File: config.mk
export PLATFORM = sky130hd
export DESIGN_NAME = bankreg_core
export DESIGN_NICKNAME = d
export VERILOG_FILES = /design/src/rtl/bankreg_pkg.sv /design/src/rtl/bankreg_gpr.sv /design/src/rtl/bankreg_status.sv /design/src/rtl/bankreg_ctl.sv /design/src/rtl/bankreg_core.sv
export SDC_FILE = /design/constraint.sdc
export NUM_CORES = 1
export LEC_CHECK = 0
export ABC_AREA = 1
export BUFFER_PORTS_ARGS = -buffer_cell sky130_fd_sc_hd__buf_2
export CAP_MARGIN = 20
export CORE_UTILIZATION = 61
export DETAILED_ROUTE_END_ITERATION = 10
export PLACE_DENSITY_LB_ADDON = 0.12
export SLEW_MARGIN = 20
export SYNTH_ARGS = -nofsm -noshare
export SYNTH_HDL_FRONTEND = slang
export SYNTH_SLANG_ARGS = --single-unit
File: constraint.sdc
create_clock -name clk -period 2.3 [get_ports clk]
set_input_delay 0.46 -clock clk [delete_from_list [all_inputs] [get_ports clk]]
set_output_delay 0.46 -clock clk [all_outputs]
set_load 0.01 [all_outputs]
File: src/rtl/bankreg_pkg.sv
package bankreg_pkg;
  localparam int XLEN = 32;

  // Status word bit positions
  localparam int SR_T_BIT  = 0;
  localparam int SR_S_BIT  = 1;
  localparam int SR_Q_BIT  = 8;
  localparam int SR_M_BIT  = 9;
  localparam int SR_BL_BIT = 28;
  localparam int SR_RB_BIT = 29;
  localparam int SR_MD_BIT = 30;

  localparam int FP_BANK_BIT = 21;

  localparam logic [XLEN-1:0] RST_VBR   = 32'h0000_0000;
  localparam logic [XLEN-1:0] RST_FPSCR = 32'h0004_0001;
  localparam logic [XLEN-1:0] RST_NPC   = 32'hA000_0002;
  localparam logic [XLEN-1:0] PC_STEP   = 32'd2;

  typedef enum logic [1:0] {
    CSEL_VBR   = 2'd0,
    CSEL_FPSCR = 2'd1,
    CSEL_NPC   = 2'd2,
    CSEL_NONE  = 2'd3
  } ctl_sel_e;
endpackage

File: src/rtl/bankreg_gpr.sv
module bankreg_gpr #(
  parameter int XLEN = 32,
  parameter int NREG = 16,
  parameter int NLOW = 8,
  localparam int AW  = $clog2(NREG),
  localparam int LAW = $clog2(NLOW),
  localparam int NHI = NREG - NLOW,
  localparam int HAW = (NHI > 1) ? $clog2(NHI) : 1
) (
  input  logic            clk,
  input  logic            rst_n,
  input  logic            bank_sel,
  input  logic            we,
  input  logic [AW-1:0]   waddr,
  input  logic [XLEN-1:0] wdata,
  input  logic [AW-1:0]   raddr,
  output logic [XLEN-1:0] rdata
);
  logic [1:0][NLOW-1:0][XLEN-1:0] low_q;
  logic [NHI-1:0][XLEN-1:0]       hi_q;
  logic [1:0][NLOW-1:0]           low_en;
  logic [NHI-1:0]                 hi_en;
  logic [AW-1:0]                  w_hoff, r_hoff;
  logic                           w_is_low, r_is_low;

  assign w_is_low = (waddr < AW'(NLOW));
  assign r_is_low = (raddr < AW'(NLOW));
  assign w_hoff   = waddr - AW'(NLOW);
  assign r_hoff   = raddr - AW'(NLOW);

  // Write enables: low writes target the currently visible copy
  always_comb begin
    low_en = '0;
    hi_en  = '0;
    for (int b = 0; b < 2; b++) begin
      for (int i = 0; i < NLOW; i++) begin
        low_en[b][i] = we && w_is_low && (waddr[LAW-1:0] == LAW'(i)) && (bank_sel == b[0]);
      end
    end
    for (int j = 0; j < NHI; j++) begin
      hi_en[j] = we && !w_is_low && (w_hoff[HAW-1:0] == HAW'(j));
    end
  end

  always_ff @(posedge clk or negedge rst_n) begin
    if (!rst_n) begin
      low_q <= '0;
      hi_q  <= '0;
    end else begin
      for (int b = 0; b < 2; b++) begin
        for (int i = 0; i < NLOW; i++) begin
          if (low_en[b][i]) low_q[b][i] <= wdata;
        end
      end
      for (int j = 0; j < NHI; j++) begin
        if (hi_en[j]) hi_q[j] <= wdata;
      end
    end
  end

  always_comb begin
    if (r_is_low) rdata = low_q[bank_sel][raddr[LAW-1:0]];
    else          rdata = hi_q[r_hoff[HAW-1:0]];
  end

  // Checker state: remember last low write to verify where it landed
  logic            chk_vld_q;
  logic            chk_bank_q;
  logic [LAW-1:0]  chk_idx_q;
  logic [XLEN-1:0] chk_data_q;
  always_ff @(posedge clk or negedge rst_n) begin
    if (!rst_n) begin
      chk_vld_q  <= 1'b0;
      chk_bank_q <= 1'b0;
      chk_idx_q  <= '0;
      chk_data_q <= '0;
    end else begin
      chk_vld_q  <= we && w_is_low;
      chk_bank_q <= bank_sel;
      chk_idx_q  <= waddr[LAW-1:0];
      chk_data_q <= wdata;
    end
  end

  // a low write lands in the copy visible when it was issued
  assert_write_old_bank_R4: assert property (@(posedge clk) disable iff (!rst_n)
    chk_vld_q |-> low_q[chk_bank_q][chk_idx_q] == chk_data_q);

  // unbanked registers change only on their own writes
  assert_hi_hold_R3: assert property (@(posedge clk) disable iff (!rst_n)
    !(we && !w_is_low) |=> $stable(hi_q));

  // the hidden copy is untouched while hidden
  assert_hidden_hold_R1: assert property (@(posedge clk) disable iff (!rst_n)
    bank_sel |=> $stable(low_q[0]));
endmodule

File: src/rtl/bankreg_status.sv
module bankreg_status
  import bankreg_pkg::*;
#(
  parameter int W = XLEN
) (
  input  logic         clk,
  input  logic         rst_n,
  input  logic         sr_we,
  input  logic [W-1:0] sr_wdata,
  output logic [W-1:0] sr_rdata,
  output logic         bank_sel,
  output logic         swap_o
);
  localparam logic [W-1:0] FLAG_MASK =
    (W'(1) << SR_T_BIT) | (W'(1) << SR_S_BIT) | (W'(1) << SR_Q_BIT) | (W'(1) << SR_M_BIT);

  logic [W-1:0] word_q, word_d;
  logic         t_q, s_q, q_q, m_q;
  logic         t_d, s_d, q_d, m_d;
  logic         swap_q, swap_d;
  logic [W-1:0] flag_vec;

  always_comb begin
    word_d = word_q;
    t_d    = t_q;
    s_d    = s_q;
    q_d    = q_q;
    m_d    = m_q;
    swap_d = 1'b0;
    if (sr_we) begin
      word_d = sr_wdata;
      t_d    = sr_wdata[SR_T_BIT];
      s_d    = sr_wdata[SR_S_BIT];
      q_d    = sr_wdata[SR_Q_BIT];
      m_d    = sr_wdata[SR_M_BIT];
      swap_d = sr_wdata[SR_RB_BIT] ^ word_q[SR_RB_BIT];
    end
  end

  always_ff @(posedge clk or negedge rst_n) begin
    if (!rst_n) begin
      word_q <= '0;
      t_q    <= 1'b0;
      s_q    <= 1'b0;
      q_q    <= 1'b0;
      m_q    <= 1'b0;
      swap_q <= 1'b0;
    end else begin
      word_q <= word_d;
      t_q    <= t_d;
      s_q    <= s_d;
      q_q    <= q_d;
      m_q    <= m_d;
      swap_q <= swap_d;
    end
  end

  // Read: clear flag slots, then re-insert flags held apart
  always_comb begin
    flag_vec = '0;
    flag_vec[SR_T_BIT] = t_q;
    flag_vec[SR_S_BIT] = s_q;
    flag_vec[SR_Q_BIT] = q_q;
    flag_vec[SR_M_BIT] = m_q;
  end
  assign sr_rdata = (word_q & ~FLAG_MASK) | flag_vec;
  assign bank_sel = word_q[SR_RB_BIT];
  assign swap_o   = swap_q;

  assert_swap_on_change_R1: assert property (@(posedge clk) disable iff (!rst_n)
    sr_we && (sr_wdata[SR_RB_BIT] != bank_sel) |=> swap_o && (bank_sel == $past(sr_wdata[SR_RB_BIT])));

  assert_no_swap_same_R2: assert property (@(posedge clk) disable iff (!rst_n)
    sr_we && (sr_wdata[SR_RB_BIT] == bank_sel) |=> !swap_o && $stable(bank_sel));

  assert_swap_clears_R9: assert property (@(posedge clk) disable iff (!rst_n)
    !sr_we |=> !swap_o);

  assert_flags_capture_R5: assert property (@(posedge clk) disable iff (!rst_n)
    sr_we |=> (sr_rdata[SR_T_BIT] == $past(sr_wdata[SR_T_BIT])) &&
              (sr_rdata[SR_S_BIT] == $past(sr_wdata[SR_S_BIT])) &&
              (sr_rdata[SR_Q_BIT] == $past(sr_wdata[SR_Q_BIT])) &&
              (sr_rdata[SR_M_BIT] == $past(sr_wdata[SR_M_BIT])));

  assert_status_hold_R6: assert property (@(posedge clk) disable iff (!rst_n)
    !sr_we |=> $stable(sr_rdata));
endmodule

File: src/rtl/bankreg_ctl.sv
module bankreg_ctl
  import bankreg_pkg::*;
#(
  parameter int W = XLEN
) (
  input  logic         clk,
  input  logic         rst_n,
  input  logic         ctl_we,
  input  ctl_sel_e     ctl_sel,
  input  logic [W-1:0] ctl_wdata,
  output logic [W-1:0] pc_o,
  output logic [W-1:0] npc_o,
  output logic [W-1:0] vbr_o,
  output logic [W-1:0] fpscr_o,
  output logic         fp_bank_o
);
  logic [W-1:0] vbr_q, fpscr_q, npc_q;
  logic         vbr_en, fpscr_en, npc_en;

  assign vbr_en   = ctl_we && (ctl_sel == CSEL_VBR);
  assign fpscr_en = ctl_we && (ctl_sel == CSEL_FPSCR);
  assign npc_en   = ctl_we && (ctl_sel == CSEL_NPC);

  always_ff @(posedge clk or negedge rst_n) begin
    if (!rst_n) begin
      vbr_q   <= RST_VBR;
      fpscr_q <= RST_FPSCR;
      npc_q   <= RST_NPC;
    end else begin
      if (vbr_en)   vbr_q   <= ctl_wdata;
      if (fpscr_en) fpscr_q <= ctl_wdata;
      if (npc_en)   npc_q   <= ctl_wdata;
    end
  end

  assign vbr_o     = vbr_q;
  assign fpscr_o   = fpscr_q;
  assign npc_o     = npc_q;
  assign pc_o      = npc_q - PC_STEP;
  assign fp_bank_o = fpscr_q[FP_BANK_BIT];

  assert_fp_bank_follow_R8: assert property (@(posedge clk) disable iff (!rst_n)
    fpscr_en |=> fp_bank_o == $past(ctl_wdata[FP_BANK_BIT]));

  assert_ctl_hold_R10: assert property (@(posedge clk) disable iff (!rst_n)
    !ctl_we |=> $stable(vbr_o) && $stable(fpscr_o) && $stable(npc_o));
endmodule

File: src/rtl/bankreg_core.sv
module bankreg_core
  import bankreg_pkg::*;
#(
  parameter int NREG = 16,
  parameter int NLOW = 8,
  localparam int AW  = $clog2(NREG)
) (
  input  logic            clk,
  input  logic            rst_n,
  input  logic            gpr_we,
  input  logic [AW-1:0]   gpr_waddr,
  input  logic [XLEN-1:0] gpr_wdata,
  input  logic [AW-1:0]   gpr_raddr,
  output logic [XLEN-1:0] gpr_rdata,
  input  logic            sr_we,
  input  logic [XLEN-1:0] sr_wdata,
  output logic [XLEN-1:0] sr_rdata,
  input  logic            ctl_we,
  input  logic [1:0]      ctl_sel,
  input  logic [XLEN-1:0] ctl_wdata,
  output logic [XLEN-1:0] pc_o,
  output logic [XLEN-1:0] npc_o,
  output logic [XLEN-1:0] vbr_o,
  output logic [XLEN-1:0] fpscr_o,
  output logic            fp_bank_o,
  output logic            bank_swap_o
);
  logic     bank_sel;
  ctl_sel_e sel_e;

  assign sel_e = ctl_sel_e'(ctl_sel);

  bankreg_status #(.W(XLEN)) u_status (
    .clk      (clk),
    .rst_n    (rst_n),
    .sr_we    (sr_we),
    .sr_wdata (sr_wdata),
    .sr_rdata (sr_rdata),
    .bank_sel (bank_sel),
    .swap_o   (bank_swap_o)
  );

  bankreg_gpr #(.XLEN(XLEN), .NREG(NREG), .NLOW(NLOW)) u_gpr (
    .clk      (clk),
    .rst_n    (rst_n),
    .bank_sel (bank_sel),
    .we       (gpr_we),
    .waddr    (gpr_waddr),
    .wdata    (gpr_wdata),
    .raddr    (gpr_raddr),
    .rdata    (gpr_rdata)
  );

  bankreg_ctl #(.W(XLEN)) u_ctl (
    .clk       (clk),
    .rst_n     (rst_n),
    .ctl_we    (ctl_we),
    .ctl_sel   (sel_e),
    .ctl_wdata (ctl_wdata),
    .pc_o      (pc_o),
    .npc_o     (npc_o),
    .vbr_o     (vbr_o),
    .fpscr_o   (fpscr_o),
    .fp_bank_o (fp_bank_o)
  );
endmodule

==> metrics, run 1 <==
die height=264 um; compound-gate portion of the synthesized area=13.8%; Levels on crit path=13; Avg WL per Cell=19.0 um; startpoint types=flop; Final Hold Fails=0; delay-heaviest family, CP=buffers and inverters; period utilisation layout=127%; CP max stage cell=dfrtp_4; Slew Viols, Final=0; CTS Buf Count=93; Worst Path Arrival=2450 ps; gr ovfl total=0; Syn Std Cell Area=41900 um^2; H-tree levels=3; register area=22500 um^2; pwr/cell area=904 nW/um^2; Clock Sinks=897; number of vias per cell=5.71; largest net degree at the start of global routing=97; Post-Synth XOR/XNOR Area=0.544%; CP cell instances=buf_12 -> clkinv_16 -> clkbuf_16 -> buf_4 -> nand2_1 -> nand2_1 -> nand2_1 -> nand3_1 -> nand3_1 -> nand2_2 -> nand2_1 -> nand2_1 -> buf_2; router iterations before antenna repair=6; Worst path most repeated cell=nand2_1; Slew Limit Headroom=42.7%; fin util=75.1%; Max Cap Viol=0; CP endpoint=gpr_rdata[2]; Starting DRT DRC Count=4013; Final Cell Area=50700 um^2; area delta synth->final=21.0%; Critical Path Start=u_status.word_q[29]$_DFFE_PN0P_; Worst-Margin Slew=859 ps; hold_ws=30.4 ps; Mapped Avg Cell Area=7.95 um^2; DRC=0; largest family of logic cells by synthesized area=simple AND/OR/NAND/NOR gates; RSZ-0062 raised after global routing=yes; Hold/Removal Path Class=in2reg; Synth Instances=5270; first-pass GRT wire length=193000 um; die footprint=69700 um^2; Final setup viols=61; Skew-Pair Late Insertion Delay=670 ps; GP Congestion=0.917; failing checks=setup timing; outcome=finished with violations; register area share after synthesis=53.6%; Crit Reg-Reg Startpoint=u_status.word_q[29]$_DFFE_PN0P_; fraction of the mapped netlist area in simple logic gates=22.3%; Multi-input gate area=16600 um^2; adder-cell share of the synthesized area=0.0299%; WL final=123000 um; crit path kind=reg2out; final net count=5627; Critical Path Fanout Max=7; Leakage=25.3 nW; core area=67500 um^2; Pwr Total=0.0458 W; clk root buf=clkbuf_16; Period minus WS final=2910 ps; vias in the first global route=35734; placed cell area=45400 um^2; Total GRT Usage=35.0%; max frequency=0.343 GHz; Antenna Nets Post-Route=0; Crit path buffers/inverters=5; mux share of post-synthesis cell area=0.834%; Port Buffers=304; hpwl dp=70300 um; chip width=264 um; R2R setup slack=100 ps; Reg-to-Reg End=u_gpr.low_q[317]$_DFFE_PN0P_; num rows=95; initial antenna violation count=1; Distinct cells, synth=34; CTS tree=yes; Ports=305; reg2reg path depth=10; setup ws final=-613 ps; setup_tns=-27570 ps; Vias=36913; fillers=4922; required time worst endpoint=1840 ps; worst stage delay on the critical path=510 ps; Worst-path clk slew=60 ps; Starting Density=62.0%; Worst Skew=23.0 ps; worst ir drop on vdd=0.000887 V; share of cells above drive strength 1=18.6%; Setup crit end kind=output port; Synth warnings=0; Yosys reg bits=897; syn nets=5382; clock buffer depth=3
==> registers in the layout, indices dropped and copies added, names as in the netlist <==
| register | cells |
|---|---|
| u_ctl.vbr_o | 32 |
| u_gpr.low_q | 512 |
| u_status.swap_o | 1 |
| u_status.word_q | 32 |
| u_ctl.npc_o | 32 |
| u_gpr.hi_q | 256 |
| u_ctl.fpscr_o | 32 |
==> worst register-to-register path, cell delays in order (launching register included) <==
cell and delay [ps]:
dfrtp_4 510, buf_6 150, buf_12 140, buf_12 160, buf_6 140, buf_4 130
buf_4 140, nand3_4 70, buf_4 410, nand2_1 170, o21ai_0 110
==> cell usage in the layout, fill, tap and decap left out, types with 58 or more instances in the layout <==
cell type,synthesis,layout
clkbuf_16,0,102
nand2_1,1644,1553
o21ai_2,64,65
a21oi_1,64,64
inv_1,537,532
buf_2,43,283
nand2_2,9,85
buf_4,7,112
dfrtp_1,892,883
nand3_1,461,405
nand3_2,6,58
o21ai_0,888,887
nor2_1,139,120
buf_12,0,86
==> what timing repair did <==
action / in CTS / in global routing
pin swaps: 31 / 89
gates resized for setup: 138 / 162
cloned: 12 / 10
endpoints found under the hold margin: 17 / 0
setup buffers: 34 / 17
endpoints found under the setup margin: 59 / 61
hold buffers: 1 / 0
==> through the flow <==
| stage | setup WS, ps | instances |
|---|---|---|
| floorplan | 236 | 5270 |
| CTS | -643 | 6447 |
| global route | -723 | 6468 |
| detailed placement | -55.5 | 6227 |
| global placement | -37.5 | 6227 |
| finish | -613 | 6468 |
==> routing by layer <==
layer  track usage [%]  part of all wire, %  up-vias
li1                  -                    -    17231
met1              45.2                   39    17835
met2              59.3                   49     1504
met3              4.05                  6.7      343
met4              16.6                  4.6        0
met5                 0                    0        -
==> Yosys cell counts <==
library cell | count | area share (%)
o21ai_0 | 888 | 11
nand3_2 | 6 | 0.14
clkbuf_1 | 313 | 2.8
inv_4 | 1 | 0.015
or2_2 | 1 | 0.015
clkinv_1 | 2 | 0.018
nor2_2 | 2 | 0.030
nand2_1 | 1644 | 15
o21ai_2 | 64 | 1.3
buf_6 | 12 | 0.32
buf_2 | 43 | 0.51
o21ai_1 | 42 | 0.50
inv_1 | 537 | 4.8
xnor2_1 | 8 | 0.17
nor4_4 | 2 | 0.10
nor2_4 | 1 | 0.027
dfstp_2 | 5 | 0.31
nor3_4 | 4 | 0.16
nor3_1 | 3 | 0.036
buf_1 | 26 | 0.23
nand3_4 | 2 | 0.084
o211ai_1 | 32 | 0.57
a21oi_1 | 64 | 0.76
dfrtp_1 | 892 | 53
inv_2 | 5 | 0.045
ha_1 | 1 | 0.030
xor2_1 | 18 | 0.38
nor2_1 | 139 | 1.2
buf_4 | 7 | 0.13
nand3_1 | 461 | 5.5
mux2_2 | 31 | 0.83
nand4_1 | 4 | 0.060
nand2_4 | 1 | 0.027
nand2_2 | 9 | 0.13
==> layout make-up <==
class / count / area share (%)
Sequential cell: 897 / 44.3
Multi-Input combinational cell: 3427 / 32.7
Timing Repair Buffer: 549 / 10.1
Clock buffer: 140 / 5.61
Inverter: 545 / 4.13
Tap cell: 873 / 2.15
Clock inverter: 34 / 0.908
Timing Repair inverter: 2 / 0.0913
Antenna cell: 1 / 0.00494
==> how the worst min path moves through the flow <==
stage | startpoint | end | slack (ps) | cells after the start
6_report | sr_wdata[25] | u_status.word_q[25]$_DFFE_PN0P_ | 30 | 2
5_1_grt | sr_wdata[15] | u_status.word_q[15]$_DFFE_PN0P_ | 20 | 2
2_1_floorplan | rst_n | u_ctl.fpscr_o[10]$_DFFE_PN0P_ | 160 | 0
3_3_place_gp | rst_n | u_ctl.fpscr_o[25]$_DFFE_PN0P_ | 370 | 1
4_1_cts | sr_wdata[25] | u_status.word_q[25]$_DFFE_PN0P_ | 5 | 2
3_5_place_dp | rst_n | u_ctl.fpscr_o[25]$_DFFE_PN0P_ | 370 | 1
==> power breakdown <==
part / internal, W / switching [W]
clock: 0.00948 / 0.00652
combinational: 0.00378 / 0.00546
sequential: 0.0189 / 0.00170
==> cells by family after synthesis <==
group | count (synthesis)
simple gates | 2279
flops | 897
mux | 31
fa+ha+maj | 1
xor+xnor | 26
buf+inv | 946
compound gates | 1090
No activity file was read; power rests on OpenSTA's default activity.
==> run 2, diff against run 1 <==
- CORE_UTILIZATION: 61 -> 40
==> metrics, run 2 (synthesized netlist as in run 1, its figures left out) <==
chip width=326 um (was 264 um); area delta synth->final=26.7% (was 21.0%); router iterations before antenna repair=5 (was 6); DRC=0 (unchanged); crit path kind=reg2out (unchanged); GR peak layer=met2 (unchanged); Leakage=26.1 nW (was 25.3 nW); final net count=5740 (was 5627); biggest regs=u_gpr.low_q (512), u_gpr.hi_q (256) (unchanged); CP cell instances=buf_12 -> clkinv_16 -> buf_12 -> buf_6 -> nand2_1 -> nand3_1 -> nand3_2 -> nand3_4 -> nand2_2 -> nand2_1 -> nand2_2 -> buf_6 (was buf_12 -> clkinv_16 -> clkbuf_16 -> buf_4 -> nand2_1 -> nand2_1 -> nand2_1 -> nand3_1 -> nand3_1 -> nand2_2 -> nand2_1 -> nand2_1 -> buf_2); Vias=36012 (was 36913); Critical Path Start=u_status.word_q[29]$_DFFE_PN0P_ (unchanged); GP Congestion=0.814 (was 0.917); met1 Use GR=35.2% (was 45.2%); Antenna Nets Post-Route=0 (unchanged); die height=326 um (was 264 um); Port Buffers=304 (unchanged); number of vias per cell=5.07 (was 5.71); required time worst endpoint=1840 ps (about the same); clock buffer depth=3 (unchanged); Global Route met3 Usage=3.06% (was 4.05%); Max Cap Viol=0 (unchanged); CTS tree=yes (unchanged); vias in the first global route=34952 (was 35734); startpoint types=flop (unchanged); Worst-path clk slew=60 ps (about the same); most flop-heavy register=u_gpr.low_q (unchanged); Pwr Total=0.0468 W (was 0.0458 W); hpwl dp=81200 um (was 70300 um); H-tree levels=3 (unchanged); setup ws final=-625 ps (was -613 ps); outcome=finished with violations (unchanged); largest net degree at the start of global routing=95 (was 97); num rows=118 (was 95); Crit path buffers/inverters=5 (unchanged); Hold/Removal Path Class=in2reg (unchanged); initial antenna violation count=1 (unchanged); Slew Limit Headroom=48.6% (was 42.7%); Avg WL per Cell=18.8 um (was 19.0 um); Crit Reg-Reg Startpoint=u_status.word_q[29]$_DFFE_PN0P_ (unchanged); core area=104000 um^2 (was 67500 um^2); R2R setup slack=260 ps (was 100 ps); max FFs per register=512 (unchanged); CTS Buf Count=102 (was 93); worst stage delay on the critical path=460 ps (was 510 ps); met2 usage in global routing=41.2% (was 59.3%); gr ovfl total=0 (unchanged); Slew Viols, Final=0 (unchanged); Reg-to-Reg End=u_gpr.low_q[166]$_DFFE_PN0P_ (was u_gpr.low_q[317]$_DFFE_PN0P_); CP max stage cell=dfrtp_4 (unchanged); failing checks=setup timing (unchanged); share of cells above drive strength 1=20.6% (was 18.6%); Starting DRT DRC Count=2867 (was 4013); hold depth=3 (was 2); placed cell count=6787 (was 6227); Final setup viols=61 (unchanged); worst ir drop on vdd=0.000652 V (was 0.000887 V); hold_ws=46.2 ps (was 30.4 ps); most frequent cells in the layout=nand2_1, o21ai_0, dfrtp_1 (unchanged); Clock Sinks=897 (unchanged); max frequency=0.342 GHz (was 0.343 GHz); clk root buf=clkbuf_16 (unchanged); Levels on crit path=12 (was 13); fin util=51.2% (was 75.1%); period utilisation layout=127% (about the same); WL final=133000 um (was 123000 um); fin cells=7097 (was 6468); Period minus WS final=2920 ps (was 2910 ps); Final Hold Fails=0 (unchanged); delay-heaviest family, CP=buffers and inverters (unchanged); Worst-Margin Slew=771 ps (was 859 ps); RSZ-0062 raised after global routing=yes (unchanged); Skew-Pair Late Insertion Delay=680 ps (was 670 ps); die footprint=106000 um^2 (was 69700 um^2); Starting Density=40.4% (was 62.0%); Worst Skew=16.3 ps (was 23.0 ps); reg2reg path depth=8 (was 10); first-pass GRT wire length=209000 um (was 193000 um); Setup crit end kind=output port (unchanged); Critical Path Fanout Max=6 (was 7); Total GRT Usage=25.1% (was 35.0%); Worst Path Arrival=2460 ps (was 2450 ps); Ports=305 (unchanged); pwr/cell area=882 nW/um^2 (was 904 nW/um^2); most common cell after layout, fill and taps aside=nand2_1 (unchanged); CP endpoint=gpr_rdata[8] (was gpr_rdata[2])
[run 2: worst min-delay path by stage]
| stage | slack (ps) | end | start |
|---|---|---|---|
| global route | 20 | u_gpr.hi_q[162]$_DFFE_PN0P_ | gpr_wdata[2] |
| CTS | 2 | u_gpr.hi_q[162]$_DFFE_PN0P_ | gpr_wdata[2] |
| detailed placement | 350 | u_gpr.low_q[198]$_DFFE_PN0P_ | rst_n |
| floorplan | 160 | u_ctl.fpscr_o[10]$_DFFE_PN0P_ | rst_n |
| finish | 50 | u_gpr.hi_q[162]$_DFFE_PN0P_ | gpr_wdata[2] |
| global placement | 350 | u_gpr.low_q[198]$_DFFE_PN0P_ | rst_n |
[run 2: power breakdown]
part	internal, W	switching, W
sequential	0.0189	0.00164
combinational	0.00401	0.00553
clock	0.0100	0.00669
[run 2: per-layer routing]
metal	vias up	wire length [um]
li1	17484	-
met4	0	2950
met3	181	5530
met2	821	63600
met5	-	0
met1	17526	61300
[run 2: what timing repair did]
item                                    4_1_cts  5_1_grt
pin swaps                                    48      103
resized for setup                           198      240
cloned                                       10       10
hold endpoints to repair                    146        0
endpoints found under the setup margin       60       62
setup buffers                                35       18
hold buffers                                 54        0
[run 2: layout make-up]
class	count	area, um^2
multi-input cells	3427	17000
clock buffers	163	3120
flip-flops and latches	897	22500
repair inverters	2	46.3
diodes	1	2.50
clock inverters	29	347
well taps	1380	1730
fillers	9962	50600
inverters	545	2100
repair buffers	653	6280
[run 2: worst min-delay path: cells and delay by family]
kind                   cells  cell delay (ps)
buffers and inverters      1              110
AOI/OAI and AO/OA          1               60
and+or+nand+nor            1               50
[run 2: per-stage QoR]
| step | worst slack (ps) | cell area [um^2] | TNS [ps] |
|---|---|---|---|
| floorplan | 236 | 41900 | 0 |
| global placement | 13.8 | 46500 | 0 |
| detailed placement | 14.3 | 46500 | 0 |
| CTS | -670 | 51800 | -28090 |
| global route | -747 | 53100 | -32720 |
| finish | -625 | 53100 | -26210 |
